$ cat src/rtl/dma_chain_pkg.sv
package dma_chain_pkg;
  localparam int TAG_W   = 64;
  localparam int ADDR_W  = 32;
  localparam int QWC_W   = 16;
  localparam int QW_LOG2 = 4;

  typedef enum logic [2:0] {
    OP_REF_STOP = 3'd0,
    OP_COUNT    = 3'd1,
    OP_JUMP     = 3'd2,
    OP_REF      = 3'd3,
    OP_REF_STALL= 3'd4,
    OP_CALL     = 3'd5,
    OP_RETURN   = 3'd6,
    OP_STOP     = 3'd7
  } tag_op_e;

  typedef enum logic [1:0] {
    W_IDLE, W_FETCH, W_DECODE, W_MOVE
  } walk_state_e;

  typedef struct packed {
    logic [ADDR_W-1:0] data_addr;
    logic [ADDR_W-1:0] next_addr;
    logic [ADDR_W-1:0] push_addr;
    logic [QWC_W-1:0]  qwc;
    logic              push;
    logic              pop;
    logic              stop;
    logic              fault;
  } tag_plan_t;
endpackage

$ cat src/rtl/dma_ret_stack.sv
module dma_ret_stack #(
  parameter int DEPTH = 2,
  parameter int W     = 32,
  localparam int PW   = $clog2(DEPTH + 1),
  localparam int IW   = (DEPTH > 1) ? $clog2(DEPTH) : 1
) (
  input  logic          clk,
  input  logic          rst,
  input  logic          clear,
  input  logic          push,
  input  logic          pop,
  input  logic [W-1:0]  push_val,
  output logic [W-1:0]  top,
  output logic [PW-1:0] ptr,
  output logic          full,
  output logic          empty
);
  logic [W-1:0] slot [DEPTH];

  always_ff @(posedge clk) begin
    if (push && !full && !clear) slot[IW'(ptr)] <= push_val;
  end

  always_ff @(posedge clk) begin
    if (rst || clear)          ptr <= '0;
    else if (push && !full)    ptr <= ptr + PW'(1);
    else if (pop && !empty)    ptr <= ptr - PW'(1);
  end

  assign full  = (ptr == PW'(DEPTH));
  assign empty = (ptr == '0);
  assign top   = slot[IW'(ptr - PW'(1))];
endmodule

$ cat src/rtl/dma_tag_decode.sv
module dma_tag_decode
  import dma_chain_pkg::*;
(
  input  logic [TAG_W-1:0]  tag_i,
  input  logic [ADDR_W-1:0] tag_addr_i,
  input  logic              full_i,
  input  logic              empty_i,
  input  logic [ADDR_W-1:0] top_i,
  input  logic              irq_en_i,
  output tag_plan_t         plan_o
);
  logic [ADDR_W-1:0] field, after_tag, after_data;
  logic [QWC_W-1:0]  qwc;
  tag_op_e           op;
  logic              uses_field;
  logic [11:0]       unused_mid;

  assign field      = tag_i[63:32];
  assign op         = tag_op_e'(tag_i[30:28]);
  assign qwc        = tag_i[QWC_W-1:0];
  assign unused_mid = tag_i[27:16];
  assign after_tag  = tag_addr_i + ADDR_W'(1 << QW_LOG2);
  assign after_data = after_tag + (ADDR_W'(qwc) << QW_LOG2);

  always_comb begin
    plan_o           = '0;
    plan_o.qwc       = qwc;
    plan_o.data_addr = after_tag;
    plan_o.next_addr = after_data;
    plan_o.push_addr = after_data;
    uses_field       = 1'b0;
    unique case (op)
      OP_REF_STOP: begin plan_o.data_addr = field; uses_field = 1'b1; plan_o.stop = 1'b1; end
      OP_COUNT:    ;
      OP_JUMP:     begin plan_o.next_addr = field; uses_field = 1'b1; end
      OP_REF, OP_REF_STALL: begin
        plan_o.data_addr = field; plan_o.next_addr = after_tag; uses_field = 1'b1;
      end
      OP_CALL: begin
        plan_o.next_addr = field; uses_field = 1'b1;
        plan_o.push = 1'b1; plan_o.fault = full_i;
      end
      OP_RETURN: begin
        if (empty_i) plan_o.stop = 1'b1;
        else begin plan_o.pop = 1'b1; plan_o.next_addr = top_i; end
      end
      OP_STOP:     plan_o.stop = 1'b1;
      default:     ;
    endcase
    if (uses_field && (field[QW_LOG2-1:0] != '0)) plan_o.fault = 1'b1;
    if (tag_i[31] && irq_en_i) plan_o.stop = 1'b1;
  end
endmodule

$ cat src/rtl/dma_chain_walker.sv
module dma_chain_walker
  import dma_chain_pkg::*;
#(
  parameter int STACK_DEPTH = 2,
  localparam int PW = $clog2(STACK_DEPTH + 1)
) (
  input  logic              clk,
  input  logic              rst,
  input  logic              start_i,
  input  logic [ADDR_W-1:0] start_addr_i,
  input  logic              tag_irq_en_i,
  output logic              tag_req_o,
  output logic [ADDR_W-1:0] tag_addr_o,
  input  logic              tag_valid_i,
  input  logic [TAG_W-1:0]  tag_data_i,
  output logic              xfer_req_o,
  output logic [ADDR_W-1:0] xfer_addr_o,
  output logic [QWC_W-1:0]  xfer_qwc_o,
  input  logic              xfer_done_i,
  output logic              busy_o,
  output logic              done_o,
  output logic              error_o,
  output logic [15:0]       last_tag_hi_o,
  output logic [PW-1:0]     stack_depth_o
);
  walk_state_e       state;
  logic [TAG_W-1:0]  tag_r;
  logic [ADDR_W-1:0] next_r, top;
  logic              stop_r, full, empty;
  logic              stk_clear, stk_push, stk_pop;
  tag_plan_t         plan;
  logic              go_stop;
  logic [ADDR_W-1:0] go_next;

  dma_tag_decode u_dec (
    .tag_i(tag_r), .tag_addr_i(tag_addr_o), .full_i(full), .empty_i(empty),
    .top_i(top), .irq_en_i(tag_irq_en_i), .plan_o(plan)
  );

  assign stk_clear = (state == W_IDLE) && start_i;
  assign stk_push  = (state == W_DECODE) && plan.push && !plan.fault;
  assign stk_pop   = (state == W_DECODE) && plan.pop && !plan.fault;

  dma_ret_stack #(.DEPTH(STACK_DEPTH), .W(ADDR_W)) u_stk (
    .clk(clk), .rst(rst), .clear(stk_clear), .push(stk_push), .pop(stk_pop),
    .push_val(plan.push_addr), .top(top), .ptr(stack_depth_o),
    .full(full), .empty(empty)
  );

  always_comb begin
    go_stop = (state == W_DECODE) ? plan.stop : stop_r;
    go_next = (state == W_DECODE) ? plan.next_addr : next_r;
  end

  assign busy_o = (state != W_IDLE);

  always_ff @(posedge clk) begin
    if (rst) begin
      state         <= W_IDLE;
      tag_req_o     <= 1'b0;
      tag_addr_o    <= '0;
      xfer_req_o    <= 1'b0;
      xfer_addr_o   <= '0;
      xfer_qwc_o    <= '0;
      done_o        <= 1'b0;
      error_o       <= 1'b0;
      last_tag_hi_o <= '0;
      tag_r         <= '0;
      next_r        <= '0;
      stop_r        <= 1'b0;
    end else begin
      unique case (state)
        W_IDLE: if (start_i) begin
          done_o  <= 1'b0;
          error_o <= 1'b0;
          if (start_addr_i[QW_LOG2-1:0] != '0) error_o <= 1'b1;
          else begin
            tag_addr_o <= start_addr_i;
            tag_req_o  <= 1'b1;
            state      <= W_FETCH;
          end
        end
        W_FETCH: if (tag_valid_i) begin
          tag_r         <= tag_data_i;
          last_tag_hi_o <= tag_data_i[31:16];
          tag_req_o     <= 1'b0;
          state         <= W_DECODE;
        end
        W_DECODE: begin
          next_r <= plan.next_addr;
          stop_r <= plan.stop;
          if (plan.fault) begin
            error_o <= 1'b1;
            state   <= W_IDLE;
          end else if (plan.qwc != '0) begin
            xfer_req_o  <= 1'b1;
            xfer_addr_o <= plan.data_addr;
            xfer_qwc_o  <= plan.qwc;
            state       <= W_MOVE;
          end else if (go_stop) begin
            done_o <= 1'b1;
            state  <= W_IDLE;
          end else begin
            tag_addr_o <= go_next;
            tag_req_o  <= 1'b1;
            state      <= W_FETCH;
          end
        end
        W_MOVE: if (xfer_done_i) begin
          xfer_req_o <= 1'b0;
          if (go_stop) begin
            done_o <= 1'b1;
            state  <= W_IDLE;
          end else begin
            tag_addr_o <= go_next;
            tag_req_o  <= 1'b1;
            state      <= W_FETCH;
          end
        end
        default: state <= W_IDLE;
      endcase
    end
  end
endmodule

$ cat config.mk
export PLATFORM = sky130hd
export DESIGN_NAME = dma_chain_walker
export DESIGN_NICKNAME = d
export VERILOG_FILES = /design/src/rtl/dma_chain_pkg.sv /design/src/rtl/dma_ret_stack.sv /design/src/rtl/dma_tag_decode.sv /design/src/rtl/dma_chain_walker.sv
export SDC_FILE = /design/constraint.sdc
export NUM_CORES = 1
export LEC_CHECK = 0
export ABC_AREA = 1
export BUFFER_PORTS_ARGS = -buffer_cell sky130_fd_sc_hd__buf_4
export CORE_MARGIN = 2
export CORE_UTILIZATION = 38
export CTS_BUF_LIST = sky130_fd_sc_hd__clkbuf_2
export DETAILED_ROUTE_END_ITERATION = 8
export GPL_TIMING_DRIVEN = 0
export PLACE_DENSITY = 0.6
export SLEW_MARGIN = 20
export SYNTH_ARGS = -nofsm -noshare
export SYNTH_HDL_FRONTEND = slang
export SYNTH_SLANG_ARGS = --single-unit
$ cat constraint.sdc
create_clock -name clk -period 3.24 [get_ports clk]
set_clock_uncertainty 0.1 [all_clocks]
set_input_delay 0.486 -clock clk [delete_from_list [all_inputs] [get_ports clk]]
set_output_delay 0.486 -clock clk [all_outputs]
set_load 0.03 [all_outputs]
# Word-level counts from Yosys, hierarchy flattened
# Memories as Yosys holds them, arrays and structs flattened.
# Cells that the tools add are included.
# op_classes
bitwise_logic	1
add_sub_neg	4
mux	55
n_eq_ne	18
n_reduce_logical	39
# op_table
operator	n
$mux W32	9
$pmux W32 S3	2
$add A32 B20 Y32	1
$add A32 B5 Y32 const B	1
$mux W1	30
$mux W2	8
$reduce_bool A16 Y1	1
$ne A2 B2 Y1 const B	7
$eq A3 B3 Y1 const B	4
$reduce_and A6 Y1	2
$logic_and A1 B1 Y1	10
$pmux W2 S4	1
$reduce_and A4 Y1	2
$reduce_bool A2 Y1	4
$reduce_bool A4 Y1	2
$eq A2 B2 Y1 const B	3
$eq A3 B2 Y1 const B	2
$pmux W1 S2	3
$reduce_and A3 Y1	2
$reduce_or A2 Y1	3
$reduce_and A5 Y1	1
$reduce_or A5 Y1	1
$logic_not A1 Y1	4
$logic_not A2 Y1	2
other kinds (12)	12
# word_totals
reg_bits	201
in_bits	102
word_cells	131
memories	1
ram_bits	64
# memory_table
name	words	width	read_ports	rd_clocked_by_memory_dff	write_ports	line	source
u_stk.slot	2	32	1	0	1	dma_ret_stack.sv:18	logic [W-1:0] slot [DEPTH];

# Logic depth before layout (Yosys ltp)
# Gate-level depths: netlist (run 1).
# depth
ltp_word	11
depth_mapped	24
mapped_depth_nobuf	24

# By module
# A second synthesis (run 1) with hierarchy kept.
# hier_totals
cells_unflattened	1918
area_unflattened_um2	13460.4
# by_module_without_submodules
mod	cells_each	area_per_inst_um2	n_inst
dma_chain_walker	1013	7322.0	1
dma_tag_decode	713	3594.7	1
dma_ret_stack	192	2543.7	1

# Worst setup path before layout (run 1)
# No wires, ideal clock.
# synth_timing
path_type	reg-to-reg
start	register u_stk.ptr[0]
end	memory u_stk.slot[0][0], enable pin
t_required_ns	2.719
stages_incl_launch_ff	12
t_arrival_ns	3.247
period_less_slack_ns	3.768
slack_ns	-0.528
cell_sequence	dfxtp_1 clkbuf_1 inv_1 clkbuf_1 ha_1 nand3_1 nand2_1 nor2_1 inv_2 nor3_1 inv_1 nor2_1
# synth_between
elab_chain_len	9
word_cells_on_any_way	10
classes_between	eq/ne: 1; mux: 4; reduce/logical: 5
# synth_rtl
item	line	source
from (decl)	dma_ret_stack.sv:14	output logic [PW-1:0] ptr,
from (signal assigned)	dma_ret_stack.sv:26	else if (push && !full) ptr <= ptr + PW'(1);
from (signal assigned)	dma_ret_stack.sv:27	else if (pop && !empty) ptr <= ptr - PW'(1);
$eq A2 B2 Y1	dma_ret_stack.sv:30	assign full = (ptr == PW'(DEPTH));
$mux W1	dma_tag_decode.sv:32	unique case (op)
$mux W1	dma_tag_decode.sv:50	if (uses_field && (field[QW_LOG2-1:0] != '0)) plan_o.fault = 1'b1;
$logic_not A1 Y1	dma_chain_walker.sv:41	assign stk_push = (state == W_DECODE) && plan.push && !plan.fault;
$logic_and A1 B1 Y1	dma_chain_walker.sv:41	
$logic_and A1 B1 Y1 (2 in a row)	dma_ret_stack.sv:21	if (push && !full && !clear) slot[IW'(ptr)] <= push_val;
$mux W1	dma_ret_stack.sv:21	
$mux W1 (not written as such)	dma_ret_stack.sv:21	
to (decl)	dma_ret_stack.sv:18	
# Parallel ways exist; a longest one is shown, timed or not.

==> results_dict.tcl, run 1 <==
set metrics [dict create \
    status "complete, but fails checks" \
    failed_checks "negative setup slack" \
    min_period_over_period 1.062 \
    clockBufferDepth 3 \
    core_sq_um 32450 \
    drc 0 \
    rows 66 \
    slew_viol_final 0 \
    cts_inserted_buffers 68 \
    ir_worst_vdd_v 0.0003021 \
    grt_pass1_vias 12720 \
    period_needed_ps 3442 \
    routed_via_density 5.246 \
    ant_nets 0 \
    cts_sinks 249 \
    synthTopCellsByArea "dfxtp_1 30%, edfxtp_1 15%, nand2_1 9.7%, a21oi_1 7.6%, o21ai_0 6.9%" \
    chipHeight_microns 185.5 \
    grt_usage 0.2885 \
    gp_congestion 0.9739 \
    cts.clk_slew.worst_paths_ps 120 \
    routed_wl_microns 51000 \
    layout.cells.most_common_list "278 x buf_4, 272 x nand2_1, 211 x nor2_1" \
    dp.cells 2299 \
    mostFrequentLayoutCell "buf_4" \
    yosysSeqAreaShare 0.4495 \
    insertion_delay_ps 890 \
    min-delay-path-class "in2reg" \
    cp.arrival_ps 4000 \
    cts_tree "yes" \
    dp_slack_ps -931.8 \
    startpoint_type "flip-flop" \
    drt_iter0_drc 1237 \
    leakagePower_uw 0.007576 \
    antenna_found_initial 1 \
    place_hpwl_microns 37580 \
    synth_warnings 0 \
    fp.dieW_microns 185.5 \
    die_area_sq_um 34400 \
    crit_chain "ha_4 -> nand2_4 -> nor2_4 -> nand2_4 -> inv_4 -> nand2_4 -> nor2_4 -> nand2_4 -> xnor2_4 -> ha_4 -> buf_6 -> a21oi_4 -> o21ai_2 -> a21oi_2 -> nand2_4 -> nand3_4 -> nand2_8 -> xor2_4 -> nand2_1 -> nand2_2 -> nand2_2 -> nand2_1 -> nand2_1 -> a21oi_2" \
    wire_per_inst_microns 19.74 \
    syn_to_final_growth_pct 43.10 \
    critical_path.max_stage_delay_ps 400 \
    cts_max_level 3 \
    syn-num-nets 1779 \
    syn_area_per_cell_sq_um 7.575 \
    synthArstFlopShare 0 \
    setup_violations 23 \
    grt_max_degree 21 \
    endpoint_kind "flip-flop" \
    netlist_area_sq_um 12510 \
    rsz0062_at_grt "yes" \
    relSlewSlack 0.4030 \
    fmax_mhz 290.5 \
    final_util 0.5518 \
    worst_slew_pin_slew_ps 895.6 \
    slowest_stage "dfxtp_4" \
    ys_seq_elements 249 \
    yosys.area.top_type "dfxtp_1" \
    powerDensity_nw_per_um2 784.0 \
    required_ps 3800 \
    fin_nets 2220 \
    synth_cell_types 52 \
    setup_ws_ps -202.4 \
    hold_viol_final 0 \
    syn_inst 1652 \
    firstDrtPassIters 5 \
    io_pins 205 \
    maxCapViolCount 0 \
    vias 13560 \
    synth_top_area_share 0.2959 \
    synth_edf_count 64 \
    cts-root-buf "clkbuf_2" \
    grt-ovfl-total 0 \
    dpl-instance-area_sq_um 14660 \
    numPortBuffers 203 \
    worstPathMaxFanout 5 \
    synthFlopType "dfxtp_1" \
    instances_no_fill 2584 \
    drive_above_1_share 0.3027 \
    final_area_sq_um 17910 \
    critPathMostFrequentCell "nand2_4" \
    grt_pass1_wl_microns 73640 \
    start_util 0.3856 \
    worstSetupPathType "reg2reg" \
]
final timing paths:
kind | to | start | cells past startpoint | slack [ps]
worst min register to register | xfer_addr_o[14]$_SDFFE_PP0P_ | xfer_addr_o[14]$_SDFFE_PP0P_ | 2 | 380
worst min-delay path | tag_req_o$_SDFFE_PP0P_ | rst | 2 | 210
worst max-delay path | tag_addr_o[23]$_SDFFE_PP0P_ | tag_addr_o[4]$_SDFFE_PP0P_ | 24 | -200
worst max register to register | tag_addr_o[23]$_SDFFE_PP0P_ | tag_addr_o[4]$_SDFFE_PP0P_ | 24 | -200
layout make-up:
type	instances	area, sq um
antenna	1	2.502
buffer	105	499.2
clock buffer	104	520.5
clock inverter	14	130.1
fill	3110	14550
inverter	133	505.5
multi-input combinational	1164	6892
sequential	249	5667
tap	442	553.0
timing repair buffer	372	3139
synth_stat cells, types with 11 or more instances:
cell type,instances
a21oi_1,189
buf_4,21
clkbuf_1,71
dfxtp_1,185
edfxtp_1,64
ha_1,24
inv_1,124
nand2_1,322
nand2_2,12
nand3_1,40
nor2_1,220
o21ai_0,172
o32ai_1,11
or2_2,22
xor2_1,19
registers in the layout, indices dropped and copies added, names as in the netlist:
signal	flops
done_o	1
error_o	1
tag_req_o	1
xfer_qwc_o	16
state	2
tag_r	49
tag_addr_o	32
u_stk.slot	64
xfer_req_o	1
last_tag_hi_o	15
stop_r	1
u_stk.ptr	2
next_r	32
xfer_addr_o	32
through the flow:
| step | total power, uW | hold WS (ps) | TNS (ps) |
|---|---|---|---|
| 3_5_place_dp | 10670 | 360.3 | -78780 |
| 5_1_grt | 14810 | 219.1 | -6599 |
| 4_1_cts | 13520 | 158.9 | -1363 |
| 6_report | 14040 | 213.3 | -2292 |
| 3_3_place_gp | 10610 | 362.0 | -137230 |
| 2_1_floorplan | 8288 | 339.4 | -1830 |
worst max-delay path, delay by kind of cell (launching register included):
kind	cells	cell delay, ps
AND/OR/NAND/NOR	14	1300
adder cells (fa/ha/maj)	2	400
flip-flops	1	400
AO/OA/AOI/OAI	4	440
buffers and inverters	2	190
XOR/XNOR	2	370
kinds of logic after synthesis:
logic type                 synth area share
adders and majority gates           0.02560
xor gates and xnor gates            0.02549
buffers and inverters               0.07958
and+or+nand+nor                      0.2230
muxes                             0.0007999
DFF                                  0.4495
AOI/OAI and AO/OA                    0.1961
routing by layer:
layer  up-vias  wire length, microns  share of wire  track usage
li1       6403                     -              -            -
met3       125                  4659          0.091      0.06378
met4         0                  2185          0.043       0.1429
met5         -                     0              0            0
met1      6336                 21410           0.42       0.3714
met2       691                 22750           0.45       0.4570
power breakdown:
part	switching (uW)	leakage [uW]	total [uW]	internal, uW
combinational	4620	0.00499	7030	2410
clock	1400	0.000489	2410	1010
sequential	602	0.00210	4600	4000
total	6620	0.00758	14000	7420
repair_timing:
item | 4_1_cts | 5_1_grt
endpoints found under the setup margin | 207 | 78
gates cloned | 0 | 0
resized for setup | 129 | 114
hold buffers | 101 | 0
pin swaps | 41 | 61
setup buffers | 37 | 30
hold endpoints to repair | 103 | 0
Note: power is estimated with default switching activity, not from simulation.
==> run 2: changes to the inputs <==
Settings changed: MAX_ROUTING_LAYER set to met4.
==> results_dict.tcl, run 2 (same netlist as run 1, synthesis figures left out) <==
set metrics [dict create \
    worstSetupPathType "reg2reg" \
    globalRouteMet1Util 0.3891 \
    maxCapViolCount 0 \
    wire_per_inst_microns 19.77 \
    use_met2 0.4688 \
    routed_via_density 5.253 \
    gr-max-usage-layer "met2" \
    regMostFlops "u_stk.slot" \
    insertion_delay_ps 880 \
    cts_tree "yes" \
    slew_viol_final 0 \
    layout.cells.most_common_list "290 x buf_4, 285 x nand2_1, 213 x nor2_1" \
    cts.clk_slew.worst_paths_ps 100 \
    instances_no_fill 2588 \
    drc 0 \
    endpoint_kind "flip-flop" \
    worstPathMaxFanout 5 \
    powerDensity_nw_per_um2 783.9 \
    die_area_sq_um 34400 \
    relSlewSlack 0.4193 \
    ant_nets 0 \
    cts_inserted_buffers 70 \
    crit_family "simple AND/OR/NAND/NOR gates" \
    final_area_sq_um 17640 \
    hold_viol_final 0 \
    cts_max_level 3 \
    fp.dieW_microns 185.5 \
    vias 13600 \
    grt_usage 0.2989 \
    ff2ff_setup_slack_ps -90 \
    crit_chain "ha_4 -> nand2_4 -> nor2_4 -> buf_4 -> or2_2 -> nand2_2 -> inv_2 -> ha_4 -> nand2_1 -> inv_1 -> nand3_1 -> nand2_1 -> nand2_1 -> nand2_2 -> nand3_2 -> nand2_4 -> xor2_4 -> nand2_1 -> nand2_2 -> nand2_2 -> nand2_1 -> nand2_1 -> a21oi_2" \
    cp.arrival_ps 3990 \
    status "complete, but fails checks" \
    min_period_over_period 1.027 \
    startpoint_type "flip-flop" \
    top_regs "u_stk.slot x64, tag_r x49" \
    fill_cells 3143 \
    rsz0062_at_grt "yes" \
    grt_max_degree 21 \
    start_util 0.3856 \
    cts-root-buf "clkbuf_2" \
    dpl-instance-area_sq_um 14660 \
    setup_ws_ps -88.79 \
    hold_start "rst" \
    antenna_found_initial 1 \
    grt_pass1_wl_microns 74310 \
    gp_congestion 0.9760 \
    core_sq_um 32450 \
    largest_reg_flops 64 \
    critical_path.max_stage_delay_ps 390 \
    worst_slew_pin_slew_ps 871.1 \
    rows 66 \
    cp-startpoint "tag_addr_o[4]$_SDFFE_PP0P_" \
    setup_violations 7 \
    drt_iter0_drc 1283 \
    slowest_stage "dfxtp_4" \
    critPathMostFrequentCell "nand2_1" \
    cts_sinks 249 \
    firstDrtPassIters 5 \
    dp.cells 2299 \
    mostFrequentLayoutCell "buf_4" \
    drive_above_1_share 0.2904 \
    syn_to_final_growth_pct 40.98 \
    failed_checks "negative setup slack" \
    fin_nets 2223 \
    min-delay-path-class "in2reg" \
    numPortBuffers 203 \
    clockBufferDepth 3 \
    grt_pass1_vias 12650 \
    place_hpwl_microns 37810 \
    grt-ovfl-total 0 \
    met3_usage 0.04931 \
    worst-path-buf-inv 3 \
    io_pins 205 \
    routed_wl_microns 51170 \
    fmax_mhz 300.4 \
    hold_slack_ps 170.1 \
    required_ps 3900 \
    timing.rr.start "tag_addr_o[4]$_SDFFE_PP0P_" \
    period_needed_ps 3329 \
    leakagePower_uw 0.007445 \
    chipHeight_microns 185.5 \
    ir_worst_vdd_v 0.0003240 \
]
[run 2: cell types whose count changed in the layout (fill, tap and decap cells not counted), sizes merged]
cell and delta:
buf +2, bufinv -1, dlygate4sd3 -1, inv +2, clkinv -1, clkinvlp -1
clkbuf +4
[run 2: stage by stage]
| step | power (uW) | worst slack [ps] | util | setup TNS (ps) |
|---|---|---|---|---|
| 2_1_floorplan | 8288 | -28.60 | - | -1830 |
| 3_3_place_gp | 10630 | -1235 | 0.4498 | -131020 |
| 3_5_place_dp | 10680 | -960.4 | 0.4518 | -73380 |
| 4_1_cts | 13400 | -61.50 | 0.5264 | -132.2 |
| 5_1_grt | 14610 | -189.8 | 0.5436 | -1842 |
| 6_report | 13830 | -88.79 | 0.5436 | -222.1 |
[run 2: worst paths after layout]
check,end,depth (start not counted)
max,tag_addr_o[23]$_SDFFE_PP0P_,23
min,tag_addr_o[31]$_SDFFE_PP0P_,2
max reg2reg,tag_addr_o[23]$_SDFFE_PP0P_,23
min reg2reg,xfer_addr_o[1]$_SDFFE_PP0P_,2
[run 2: power breakdown]
group          leakage (uW)  total [uW]  switching (uW)  internal [uW]
Sequential          0.00210        4600             600           4000
Combinational       0.00485        6910            4560           2350
Clock              0.000492        2330            1380            950
Total               0.00745       13800            6530           7300
[run 2: timing repair]
item,CTS,global route
buffers inserted,34,34
resized for setup,118,75
hold buffers,100,0
setup endpoints to repair,202,60
endpoints found under the hold margin,103,0
pin swaps,34,35
[run 2: layout make-up]
type	count	area [sq um]	area share
multi-input combinational	1164	6681	0.3787
sequential	249	5670	0.3214
timing repair buffer	373	3107	0.1761
tap	442	553.0	0.03135
clock buffer	108	540.5	0.03064
inverter	133	511.7	0.02900
buffer	105	500.5	0.02837
clock inverter	13	76.32	0.004326
antenna	1	2.502	0.0001418
[run 2: metal layers]
metal  vias up  routed length [microns]  part of all wire
li1       6408                        -                 -
met1      6422                    21740              0.42
met2       671                    23350              0.46
met3        94                     4594             0.090
met4         0                     1483             0.029
met5         -                        0                 0
[run 2: worst register-to-register path, delay by kind of cell, from the launching register on]
family,cells,cell delay (ps)
buffers and inverters,3,320
adders and majority gates,2,460
AOI/OAI and AO/OA,1,110
xor gates and xnor gates,1,180
and+or+nand+nor,16,1700
DFF,1,390
==> run 3: changes to the inputs <==
Settings changed: PLACE_DENSITY 0.6 to 0.57.
==> results_dict.tcl, run 3 (same netlist as run 1, synthesis figures left out) <==
set metrics [dict create \
    r2r_cells 20 \
    routed_via_density 5.235 \
    critPathMostFrequentCell "nand2_1" \
    ir_worst_vdd_v 0.0003475 \
    final_util 0.5508 \
    worstReg2RegEnd "tag_addr_o[19]$_SDFFE_PP0P_" \
    vias 13580 \
    fmax_mhz 297.7 \
    wire_per_inst_microns 19.90 \
    worstSetupPathType "reg2reg" \
    grt_pass1_vias 12840 \
    cts-root-buf "clkbuf_2" \
    ff2ff_setup_slack_ps -120 \
    failed_checks "negative setup slack" \
    min_to "xfer_req_o$_SDFFE_PP0P_" \
    layout.cells.most_common_list "280 x buf_4, 277 x nand2_1, 212 x nor2_1" \
    final_area_sq_um 17880 \
    min_period_over_period 1.037 \
    chipHeight_microns 185.5 \
    drc 0 \
    hold_start "rst" \
    critical_path.max_stage_delay_ps 410 \
    fill_cells 3151 \
    rsz0062_at_grt "yes" \
    powerDensity_nw_per_um2 793.9 \
    grt_max_degree 18 \
    cts_inserted_buffers 71 \
    min-delay-path-class "in2reg" \
    dp.cells 2300 \
    die_area_sq_um 34400 \
    numPortBuffers 203 \
    setup_violations 8 \
    syn_to_final_growth_pct 42.84 \
    cts_max_level 3 \
    ant_nets 0 \
    fp.dieW_microns 185.5 \
    hold_viol_final 0 \
    dp_slack_ps -1003 \
    cts_tree "yes" \
    cts_sinks 249 \
    mostFrequentLayoutCell "buf_4" \
    instances_no_fill 2594 \
    firstDrtPassIters 6 \
    holdPathStages 2 \
    grt-ovfl-total 0 \
    top_regs "u_stk.slot x64, tag_r x49" \
    insertion_delay_ps 910 \
    core_sq_um 32450 \
    routed_wl_microns 51620 \
    crit_chain "ha_4 -> nand2_4 -> nor2_4 -> nand2_2 -> nor2_4 -> xor2_4 -> ha_4 -> nand2_1 -> inv_1 -> a21oi_1 -> nand2_2 -> nand2_1 -> nand2_2 -> buf_4 -> buf_4 -> xor2_2 -> nand2_1 -> nand2_1 -> nand3_1 -> a21oi_2" \
    regMostFlops "u_stk.slot" \
    drive_above_1_share 0.2958 \
    setup_ws_ps -119.5 \
    slew_viol_final 0 \
    io_pins 205 \
    relSlewSlack 0.4076 \
    largest_reg_flops 64 \
    drt_iter0_drc 1265 \
    slowest_stage "dfxtp_4" \
    worst_slew_pin_slew_ps 888.5 \
    place_hpwl_microns 38130 \
    fin_setup_tns_ps -505.7 \
    grt_usage 0.3033 \
    fin_nets 2219 \
    cp.arrival_ps 4040 \
    clockBufferDepth 3 \
    gp_congestion 0.9772 \
    dpl-instance-area_sq_um 14680 \
    required_ps 3920 \
    antenna_found_initial 2 \
    cts.clk_slew.worst_paths_ps 100 \
    endpoint_kind "flip-flop" \
    timing.rr.start "tag_addr_o[4]$_SDFFE_PP0P_" \
    leakagePower_uw 0.007484 \
    worstPathMaxFanout 5 \
    period_needed_ps 3359 \
    status "complete, but fails checks" \
    rows 66 \
    maxCapViolCount 0 \
    startpoint_type "flip-flop" \
    grt_pass1_wl_microns 75220 \
    start_util 0.3856 \
]
run 3: cell count changes in the layout (fill, tap and decap cells not counted), moves of 3 or more:
cell and delta:
a21oi_1 -3, clkbuf_2 -3, buf_4 -10, nor2_2 +3, clkinv_1 +10, o21ai_1 -3, a21oi_2 +4, o21ai_0 -3
xor2_2 -4, nand2_2 +7, nand2_1 -8, o21ai_2 +6
run 3: power breakdown:
group / internal (uW) / switching, uW
Combinational: 2400 / 4650
Sequential: 4000 / 588
Clock: 1110 / 1440
Total: 7510 / 6680
run 3: what timing repair did:
action | CTS | global route
setup endpoints to repair | 219 | 66
hold buffers | 101 | 0
endpoints found under the hold margin | 103 | 0
gates resized for setup | 113 | 109
pin swaps | 34 | 40
buffers inserted | 41 | 20
run 3: final cells by class:
type,instances,area (sq um),area share
clock buffer,106,530.5,0.02968
sequential,249,5668,0.3171
timing repair buffer,368,3112,0.1741
antenna,2,5.005,0.0002800
inverter,133,514.2,0.02877
tap,442,553.0,0.03094
buffer,105,499.2,0.02793
multi-input combinational,1164,6817,0.3813
clock inverter,25,177.7,0.009939
run 3: routing by layer:
layer,vias up,global-route usage,part of all wire
li1,6418,-,-
met1,6419,0.3903,0.43
met2,633,0.4875,0.46
met3,109,0.05518,0.083
met4,0,0.09016,0.026
met5,-,-,0
run 3: worst max path at each step:
stage                                          start  cells after the start                     endpoint  slack [ps]
after global placement     u_stk.ptr[0]$_SDFFE_PP0P_                     11  u_stk.slot[1][20]$_DFFE_PP_       -1330
after floorplan            u_stk.ptr[0]$_SDFFE_PP0P_                     11   u_stk.slot[0][0]$_DFFE_PP_         -30
after global routing      tag_addr_o[4]$_SDFFE_PP0P_                     20  tag_addr_o[19]$_SDFFE_PP0P_        -290
after detailed placement  tag_addr_o[4]$_SDFFE_PP0P_                     23  tag_addr_o[23]$_SDFFE_PP0P_       -1000
after CTS                 tag_addr_o[4]$_SDFFE_PP0P_                     24  tag_addr_o[27]$_SDFFE_PP0P_         -80
final                     tag_addr_o[4]$_SDFFE_PP0P_                     20  tag_addr_o[19]$_SDFFE_PP0P_        -120
run 3: per-stage QoR:
stage / hold WS [ps] / total power [uW]
global placement: 359.1 / 10630
global route: 116.5 / 14980
CTS: 107.2 / 13710
finish: 150.4 / 14190
detailed placement: 356.4 / 10690
floorplan: 339.4 / 8288
run 3: worst max-delay path: cells and delay by family, from the launching register on:
kind	cells	cell delay (ps)
xor+xnor	2	400
compound gates	2	380
flops	1	410
simple gates	11	1170
fa+ha+maj	2	420
buf+inv	3	370
